==> config.mk <==
export PLATFORM = sky130hd
export DESIGN_NAME = ringcap
export DESIGN_NICKNAME = d
export VERILOG_FILES = /design/src/rtl/ringcap_pkg.sv /design/src/rtl/ringcap_ctrl.sv /design/src/rtl/ringcap_mem.sv /design/src/rtl/ringcap.sv
export SDC_FILE = /design/constraint.sdc
export NUM_CORES = 1
export LEC_CHECK = 0
export ABC_AREA = 1
export BUFFER_PORTS_ARGS = -buffer_cell sky130_fd_sc_hd__buf_2
export CORE_ASPECT_RATIO = 1.5
export CORE_MARGIN = 8
export CORE_UTILIZATION = 55
export DETAILED_ROUTE_END_ITERATION = 6
export PLACE_DENSITY_LB_ADDON = 0.25
export SYNTH_ARGS = -nofsm -noshare
export SYNTH_HDL_FRONTEND = slang
export SYNTH_SLANG_ARGS = --single-unit
==> constraint.sdc <==
create_clock -name clk -period 3.11 [get_ports clk]
set_input_delay 0.4665 -clock clk [delete_from_list [all_inputs] [get_ports clk]]
set_output_delay 0.4665 -clock clk [all_outputs]
set_load 0.05 [all_outputs]
==> src/rtl/ringcap_pkg.sv <==
package ringcap_pkg;
    typedef enum logic [1:0] {
        CAP_ARMED = 2'd0,
        CAP_POST  = 2'd1,
        CAP_DONE  = 2'd2
    } cap_state_e;
endpackage

==> src/rtl/ringcap_ctrl.sv <==
module ringcap_ctrl
    import ringcap_pkg::*;
#(
    parameter int ADDR_W = 4
) (
    input  logic              clk,
    input  logic              rst_n,
    input  logic              rearm_i,
    input  logic              smp_valid_i,
    input  logic              trig_i,
    input  logic [ADDR_W-1:0] post_cnt_i,
    output logic              wr_en_o,
    output logic [ADDR_W-1:0] wr_addr_o,
    output logic              done_o,
    output logic              filled_o,
    output logic [ADDR_W-1:0] stop_ptr_o,
    output logic [ADDR_W-1:0] trig_ptr_o
);
    localparam logic [ADDR_W-1:0] LAST_ADDR = {ADDR_W{1'b1}};

    typedef struct packed {
        cap_state_e        state;
        logic [ADDR_W-1:0] wr_ptr;
        logic [ADDR_W-1:0] left;
        logic [ADDR_W-1:0] cap_post;
        logic [ADDR_W-1:0] stop_ptr;
        logic [ADDR_W-1:0] trig_ptr;
        logic              filled;
    } ctrl_t;

    ctrl_t ctl_d, ctl_q;
    logic  wr_en_d;

    always_comb begin
        ctl_d   = ctl_q;
        wr_en_d = 1'b0;
        if (rearm_i) begin
            ctl_d = '0;
        end else begin
            case (ctl_q.state)
                CAP_ARMED: begin
                    if (smp_valid_i) begin
                        wr_en_d      = 1'b1;
                        ctl_d.wr_ptr = ctl_q.wr_ptr + 1'b1;
                        if (ctl_q.wr_ptr == LAST_ADDR) ctl_d.filled = 1'b1;
                        if (trig_i) begin
                            ctl_d.trig_ptr = ctl_q.wr_ptr;
                            ctl_d.cap_post = post_cnt_i;
                            if (post_cnt_i == '0) begin
                                ctl_d.state    = CAP_DONE;
                                ctl_d.stop_ptr = ctl_q.wr_ptr;
                            end else begin
                                ctl_d.state = CAP_POST;
                                ctl_d.left  = post_cnt_i;
                            end
                        end
                    end
                end
                CAP_POST: begin
                    if (smp_valid_i) begin
                        wr_en_d      = 1'b1;
                        ctl_d.wr_ptr = ctl_q.wr_ptr + 1'b1;
                        ctl_d.left   = ctl_q.left - 1'b1;
                        if (ctl_q.wr_ptr == LAST_ADDR) ctl_d.filled = 1'b1;
                        if (ctl_q.left == {{(ADDR_W-1){1'b0}}, 1'b1}) begin
                            ctl_d.state    = CAP_DONE;
                            ctl_d.stop_ptr = ctl_q.wr_ptr;
                        end
                    end
                end
                default: ;
            endcase
        end
    end

    always_ff @(posedge clk or negedge rst_n) begin
        if (!rst_n) ctl_q <= '0;
        else        ctl_q <= ctl_d;
    end

    assign wr_en_o    = wr_en_d;
    assign wr_addr_o  = ctl_q.wr_ptr;
    assign done_o     = (ctl_q.state == CAP_DONE);
    assign filled_o   = ctl_q.filled;
    assign stop_ptr_o = ctl_q.stop_ptr;
    assign trig_ptr_o = ctl_q.trig_ptr;

    logic [ADDR_W-1:0] span;
    assign span = ctl_q.stop_ptr - ctl_q.trig_ptr;

    AST_PTR_ADVANCE: assert property (@(posedge clk) disable iff (!rst_n)
        (wr_en_o && !rearm_i) |=> (wr_addr_o == $past(wr_addr_o) + 1'b1));
    AST_STOP_TRIG_SPAN: assert property (@(posedge clk) disable iff (!rst_n)
        done_o |-> (span == ctl_q.cap_post));
    AST_NO_RETRIGGER: assert property (@(posedge clk) disable iff (!rst_n)
        ((ctl_q.state == CAP_POST) && !rearm_i) |=> $stable(trig_ptr_o));
    AST_FILLED_STICKY: assert property (@(posedge clk) disable iff (!rst_n)
        (filled_o && !rearm_i) |=> filled_o);
    AST_DONE_HOLD: assert property (@(posedge clk) disable iff (!rst_n)
        (done_o && !rearm_i) |=> (done_o && $stable(stop_ptr_o) && $stable(trig_ptr_o)));
    AST_REARM_CLEAR: assert property (@(posedge clk) disable iff (!rst_n)
        rearm_i |=> (!done_o && !filled_o && wr_addr_o == '0));
    AST_DONE_NO_WRITE: assert property (@(posedge clk) disable iff (!rst_n)
        done_o |=> (!done_o || $stable(wr_addr_o)));
endmodule

==> src/rtl/ringcap_mem.sv <==
module ringcap_mem #(
    parameter int DATA_W = 16,
    parameter int ADDR_W = 4
) (
    input  logic              clk,
    input  logic              we_i,
    input  logic [ADDR_W-1:0] waddr_i,
    input  logic [DATA_W-1:0] wdata_i,
    input  logic [ADDR_W-1:0] raddr_i,
    output logic [DATA_W-1:0] rdata_o
);
    localparam int DEPTH = 1 << ADDR_W;

    logic [DATA_W-1:0] store_q [DEPTH];
    logic [DATA_W-1:0] rdata_q;

    always_ff @(posedge clk) begin
        if (we_i) store_q[waddr_i] <= wdata_i;
        rdata_q <= store_q[raddr_i];
    end

    assign rdata_o = rdata_q;
endmodule

==> src/rtl/ringcap.sv <==
module ringcap #(
    parameter int DATA_W = 16,
    parameter int ADDR_W = 4
) (
    input  logic              clk,
    input  logic              rst_n,
    input  logic              rearm_i,
    input  logic              smp_valid_i,
    input  logic [DATA_W-1:0] smp_data_i,
    input  logic              trig_i,
    input  logic [ADDR_W-1:0] post_cnt_i,
    input  logic [ADDR_W-1:0] rd_idx_i,
    output logic [DATA_W-1:0] rd_data_o,
    output logic              done_o,
    output logic              filled_o,
    output logic [ADDR_W-1:0] stop_ptr_o,
    output logic [ADDR_W-1:0] trig_ptr_o
);
    logic              wr_en;
    logic [ADDR_W-1:0] wr_addr;
    logic [ADDR_W-1:0] rd_addr;

    ringcap_ctrl #(.ADDR_W(ADDR_W)) u_ctrl (
        .clk        (clk),
        .rst_n      (rst_n),
        .rearm_i    (rearm_i),
        .smp_valid_i(smp_valid_i),
        .trig_i     (trig_i),
        .post_cnt_i (post_cnt_i),
        .wr_en_o    (wr_en),
        .wr_addr_o  (wr_addr),
        .done_o     (done_o),
        .filled_o   (filled_o),
        .stop_ptr_o (stop_ptr_o),
        .trig_ptr_o (trig_ptr_o)
    );

    // oldest entry sits just past the stop pointer
    assign rd_addr = stop_ptr_o + {{(ADDR_W-1){1'b0}}, 1'b1} + rd_idx_i;

    ringcap_mem #(.DATA_W(DATA_W), .ADDR_W(ADDR_W)) u_mem (
        .clk    (clk),
        .we_i   (wr_en),
        .waddr_i(wr_addr),
        .wdata_i(smp_data_i),
        .raddr_i(rd_addr),
        .rdata_o(rd_data_o)
    );

    AST_DONE_WRITE_OFF: assert property (@(posedge clk) disable iff (!rst_n)
        done_o |-> !wr_en);
endmodule

==> metrics, run 1 <==
num rows=69; htree depth=1; Congestion Overflow GR=0; Leak=6.893 nW; CP max FO=32; Die X=141.3 µm; io pins=55; minimum clock period=2.311 ns; crit path DAT=2.80 ns; Syn. warnings=0; Chip Height=204.0 µm; Highest Clock Rate=432.6 MHz; worst-path cell chain=inv_1 > ha_4 > fa_2 > xor2_4 > inv_2 > nand2_1 > nand2_1 > nand2_1 > nand2_1; WL final=29,690 µm; I/O Buffers=54; First-pass DRT Iterations=5; CTS tree=done; DR iter-0 viols=632; worst r2r src=u_ctrl.stop_ptr_o[0]$_DFFE_PN0P_; Mapped Area=0.01295 mm²; GPL Wtd Cong=0.7958; DIE AREA=0.02882 mm²; r2r endpoint=u_mem.rdata_o[5]$_DFF_P_; post-synthesis cell count=1,352; Final Power=11.75 mW; final setup vio count=0; worst reg2reg setup slack=0.80 ns; drt wl/cell=16.98 µm; first-pass GRT wire length=46,280 µm; Worst-Margin Slew=0.9947 ns; fill count=1,903; GR Util All Layers=20.78%; Final Hold Viols=0; Reg area=0.008483 mm²; crit path capture type=flop; clock root buffer=clkbuf_16; initial core utilization=55.36%; max-slew violations=0; r2r worst-path depth=9; initial antenna violation count=0; maximum VDD drop=0.7392 mV; share of cells above drive strength 1=11.20%; CP Class=reg -> reg; CP max stage cell=inv_2; Final TNS setup=0 ns; Reg clk slew, reported paths=0.06 ns; Worst Skew=0.01659 ns; DRC errors left=0; area of the multi-input gates=0.003192 mm²; Period Utilization, post-route=74.32%; pin count of the biggest net entering global routing=129; Critical Path Stages=9; RSZ-0062 raised after global routing=no; Buf/Inv on CP=2; clk sink count=291; Cell Pwr Density=800.7 mW/mm²; Finished Core Util=62.74%; max capacitance violation total=0; Placed Cells=1,695; Startpoint Class=flop; Crit. Startpoint=u_ctrl.stop_ptr_o[0]$_DFFE_PN0P_; slowest cell delay on critical path=0.58 ns; Slew headroom=33.61%; Antenna diodes=0; nets@finish=1,446; run status=finished clean; Post-DP HPWL=17,840 µm; Layout area overhead=13.33%; TritonCTS Buffers=28; post-synth cell types=27; Crit path top cell by count=nand2_1; DR vias=8,718; Yosys reg bits=291; worst min-delay path class=in -> reg; Hold Crit Depth=5; CP top delay family=buffers and inverters; Crit path required time=3.60 ns; syn_nets=1,391; sequential area share after synthesis=65.49%; Core Region=0.02340 mm²; Clock Tree Buf Depth=3; post-CTS resize count=0; drt via density=4.987; Antenna Nets Post-Route=0; syn_area_per_cell=9.580 µm²; Critical Path End=u_mem.rdata_o[5]$_DFF_P_; clock latency on the worst-skew pair=0.56 ns; Post-Layout Cell Count=1,748; vias in the first global route=8,733
## metrics by stage
step	hold slack, ns	cell area, µm²	setup slack, ns
2_1_floorplan	0.1709	12950	1.048
3_3_place_gp	0.4389	13670	0.6257
3_5_place_dp	0.4401	13670	0.5996
4_1_cts	0.2302	14680	0.7916
5_1_grt	0.2698	14680	0.6557
6_report	0.2507	14680	0.7986
## how the worst min path moves through the flow
stage                             start  slack, ns                                to
after global placement            rst_n       0.44  u_ctrl.trig_ptr_o[2]$_DFFE_PN0P_
after CTS                 post_cnt_i[3]       0.23      u_ctrl.ctl_q[16]$_DFFE_PN0P_
final                     post_cnt_i[3]       0.25      u_ctrl.ctl_q[16]$_DFFE_PN0P_
after global routing      post_cnt_i[0]       0.27      u_ctrl.ctl_q[13]$_DFFE_PN0P_
after floorplan                   rst_n       0.17      u_ctrl.ctl_q[13]$_DFFE_PN0P_
after detailed placement          rst_n       0.44  u_ctrl.trig_ptr_o[2]$_DFFE_PN0P_
## sequential cells by signal (all words and copies together), names as in the netlist
register	count
u_ctrl.ctl_q	6
u_ctrl.filled_o	1
u_ctrl.stop_ptr_o	4
u_ctrl.trig_ptr_o	4
u_ctrl.wr_addr_o	4
u_mem.rdata_o	16
u_mem.store_q	256
## timing repair
item,CTS,global route
endpoints found under the setup margin,0,0
buffers inserted,0,0
hold buffers,1,0
hold endpoints to repair,19,0
## layout by cell type, fill, tap and decap left out, types with 2 or more instances in the layout
master	instances
clkbuf_16	28
o21ai_0	11
xor2_4	2
ha_1	8
clkinv_2	9
bufinv_16	5
nand2_1	511
nor2_1	12
a21oi_2	2
inv_1	274
nor2_2	16
a21oi_1	4
clkbuf_8	3
nand3_1	146
dfxtp_1	16
buf_4	23
xnor2_4	2
buf_12	5
dfrtp_1	19
nand3b_1	2
inv_2	5
buf_2	54
clkbuf_1	5
edfxtp_1	256
## worst register-to-register path, delay by kind of cell (launching register included)
kind	cells	cell delay (ns)
and+or+nand+nor	4	0.49
buffers and inverters	2	0.66
xor gates and xnor gates	1	0.20
adders and majority gates	2	0.54
DFF	1	0.37
## report_power, final
group / internal, mW / leakage (nW) / switching, mW / total [mW]
Combinational: 1.01 / 3.70 / 2.53 / 3.55
Sequential: 4.46 / 2.70 / 0.122 / 4.58
Clock: 2.16 / 0.492 / 1.46 / 3.62
## cells in the mapped netlist (all sizes together)
| cell | instances | area (µm²) |
|---|---|---|
| a21oi | 6 | 37.54 |
| inv | 280 | 1051 |
| ha | 9 | 112.6 |
| xor2 | 2 | 36.29 |
| edfxtp | 256 | 7687 |
| fa | 1 | 20.02 |
| nand3 | 146 | 730.7 |
| nor2 | 28 | 105.1 |
| dfxtp | 16 | 320.3 |
| dfrtp | 19 | 475.5 |
| nand4 | 1 | 6.260 |
| o21ai | 12 | 60.05 |
| xnor2 | 3 | 63.81 |
| buf | 51 | 274.0 |
| nand3b | 2 | 15.01 |
| nand2 | 512 | 1924 |
| o22ai | 1 | 6.260 |
| clkbuf | 7 | 26.28 |
## cell families after synthesis
| group | synth area share (%) |
|---|---|
| fa+ha+maj | 1.024 |
| xor+xnor | 0.7728 |
| buf+inv | 10.43 |
| compound gates | 0.8018 |
| flops | 65.49 |
| simple gates | 21.47 |
## layer usage
metal	part of all wire (%)	GRT usage, %	wire [µm]
met5	0	0	0
met2	52	37.39	15360
met4	2.8	7.319	827
met3	5.4	2.899	1596
met1	40	24.97	11900
## cell type report
class | count | share of cell area [%]
Clock buffer | 36 | 5.182
Sequential cell | 291 | 57.79
Multi-Input combinational cell | 723 | 21.74
Clock inverter | 16 | 1.628
Inverter | 280 | 7.168
Tap cell | 319 | 2.719
Timing Repair Buffer | 83 | 3.767
Note: power is estimated with default switching activity, not from simulation.
==> run 2, diff against run 1 <==
==> constraint.sdc (replaced) <==
create_clock -name clk -period 1.9 [get_ports clk]
set_input_delay 0.285 -clock clk [delete_from_list [all_inputs] [get_ports clk]]
set_output_delay 0.285 -clock clk [all_outputs]
set_load 0.05 [all_outputs]
==> run 2 against run 1 <==
  * The run now ends with setup timing left
  * Die area stayed put
  * Register-to-register slack worse by 0.91 ns
  * Largest power group unchanged
  * Hold slack worse by 0.19 ns
  * Clock power is 66% higher
==> metrics, run 2 (same netlist as run 1, synthesis figures left out) <==
max capacitance violation total=0 (unchanged); Period Utilization, post-route=105.8% (+32 points); final setup vio count=16 (+16); worst min-delay path class=in -> reg; vias in the first global route=9,073 (+3.9%); Top reg by flops=u_mem.store_q; Worst-Margin Slew=0.5851 ns (-0.4096 ns); clock latency on the worst-skew pair=0.56 ns (about the same); fill count=1,826 (-4.0%); Worst Skew=0.02189 ns (+0.005294 ns); Congestion Overflow GR=0 (unchanged); Final Power=20.37 mW (+73%); area of the multi-input gates=0.003332 mm² (+4.4%); setup ws final=-0.1110 ns (-0.9095 ns); crit path DAT=2.51 ns (-0.29 ns); DRC errors left=0 (unchanged); commonest non-fill, non-tap cell in the layout=nand2_1; failing checks=setup timing; num rows=69 (unchanged); final hold slack=0.05915 ns (-0.1916 ns); DIE AREA=0.02882 mm² (unchanged); DR iter-0 viols=740 (+17%); crit path capture type=flop; max reg flops=256 (unchanged); clk sink count=291 (unchanged); Chip Height=204.0 µm (unchanged); htree depth=1 (unchanged); post-route design area=0.01536 mm² (+4.6%); TritonCTS Buffers=27 (-3.6%); Startpoint Class=flop; max-slew violations=0 (unchanged); dpl ws=-0.1198 ns (-0.7194 ns); nets@finish=1,473 (+1.9%); First-pass DRT Iterations=5 (unchanged); first-pass GRT wire length=48,670 µm (+5.2%); Flop pwr share=36.7% (-2.3 points); Post-DP HPWL=19,580 µm (+9.8%); WL final=31,750 µm (+6.9%); Clock Tree Buf Depth=3 (unchanged); P_int=13.27 mW (+74%); placed instance area=0.01412 mm² (+3.3%); minimum clock period=2.011 ns (-0.3005 ns); CTS tree=done; Cell Pwr Density=1326 mW/mm² (+66%); Slew headroom=60.99% (+27 points); switching share of power=34.86% (-0.17 points); Final TNS setup=-1.214 ns (-1.214 ns); maximum VDD drop=0.8712 mV (+18%); Antenna Nets Post-Route=0 (unchanged); Layout area overhead=18.58%; run status=finished, violations left; power share of the clock group=29.5% (-1.3 points); Final Hold Viols=0 (unchanged); drt wl/cell=17.90 µm (+5.4%); Gate power share=33.7% (+3.5 points); GPL Wtd Cong=0.8188 (+2.9%); Antenna diodes=0 (unchanged); pin count of the biggest net entering global routing=55 (-57%); Reg clk slew, reported paths=0.06 ns (about the same); initial core utilization=55.36% (unchanged); clock root buffer=clkbuf_16; P_sw=7.099 mW (+72%); Leak=7.172 nW (+4.1%); initial antenna violation count=0 (unchanged); Die X=141.3 µm (unchanged); DR vias=9,087 (+4.2%); Crit path required time=2.40 ns (-1.20 ns); Reg area=0.008483 mm² (unchanged); CP max FO=9 (-72%); GR Util All Layers=21.92% (+1.1 points); drt via density=5.122 (+2.7%); Highest Clock Rate=497.3 MHz (+15%); RSZ-0062 raised after global routing=yes; I/O Buffers=54 (unchanged); io pins=55 (unchanged); most frequent cells in the layout=495 x nand2_1, 273 x inv_1, 256 x edfxtp_1, 126 x nand3_1, 54 x buf_2; Core Region=0.02340 mm² (unchanged); CP Class=reg -> reg; share of cells above drive strength 1=15.26% (+4.1 points)
[run 2: worst max-delay path: stages, from the launching register on]
cell and delay, ns:
dfrtp_1 0.36, inv_2 0.05, ha_4 0.15, fa_2 0.62
buf_8 0.18, buf_12 0.14, nand3_1 0.08, nand2_1 0.07
nand2_1 0.06, nand2_2 0.09, nand2_1 0.06, nand2_1 0.09
[run 2: metal layers]
layer / vias to the layer above / track usage (%) / wire length [µm]
met1: 4295 / 25.67 / 12100
met2: 348 / 39.45 / 16370
met5: - / 0 / 0
met4: 0 / 9.245 / 1305
met3: 88 / 3.156 / 1975
li1: 4356 / - / -
[run 2: worst paths after layout]
path,slack [ns],from,cells past startpoint,endpoint
setup / recovery,-0.11,u_ctrl.stop_ptr_o[0]$_DFFE_PN0P_,11,u_mem.rdata_o[6]$_DFF_P_
hold / removal,0.06,post_cnt_i[3],5,u_ctrl.ctl_q[16]$_DFFE_PN0P_
setup reg to reg,-0.11,u_ctrl.stop_ptr_o[0]$_DFFE_PN0P_,11,u_mem.rdata_o[6]$_DFF_P_
hold reg to reg,0.52,u_ctrl.trig_ptr_o[3]$_DFFE_PN0P_,2,u_ctrl.trig_ptr_o[3]$_DFFE_PN0P_
max in group asynchronous,1.37,rst_n,2,u_ctrl.stop_ptr_o[1]$_DFFE_PN0P_
min in group asynchronous,0.21,rst_n,2,u_ctrl.wr_addr_o[1]$_DFFE_PN0P_
[run 2: area by class of cell]
cell class              count  area share (%)
clock inverters            12           1.483
flip-flops and latches    291           55.23
repair buffers            111           7.128
well taps                 319           2.599
multi-input cells         723           21.69
inverters                 280           6.868
clock buffers              38           4.994
[run 2: power by group through the flow]
stage / combinational [mW] / sequential, mW / clock (mW)
after global placement: 6.33 / 7.60 / 0
after global routing: 7.53 / 7.49 / 6.27
after detailed placement: 6.41 / 7.60 / 0
final: 6.87 / 7.48 / 6.02
after floorplan: 3.67 / 8.15 / 0
after CTS: 6.56 / 7.47 / 6.06
[run 2: through the flow]
stage | instances | util, %
floorplan | 1352 | -
global placement | 1718 | 60.34
detailed placement | 1718 | 60.34
CTS | 1771 | 64.80
global route | 1774 | 65.65
finish | 1774 | 65.65
[run 2: timing repair]
action                                  CTS  global route
endpoints found under the hold margin    19             0
pin swaps                                 0            26
resized for setup                         2            42
setup buffers                             1             2
gates cloned                              1             1
hold buffers                              1             0
endpoints found under the setup margin   16            16
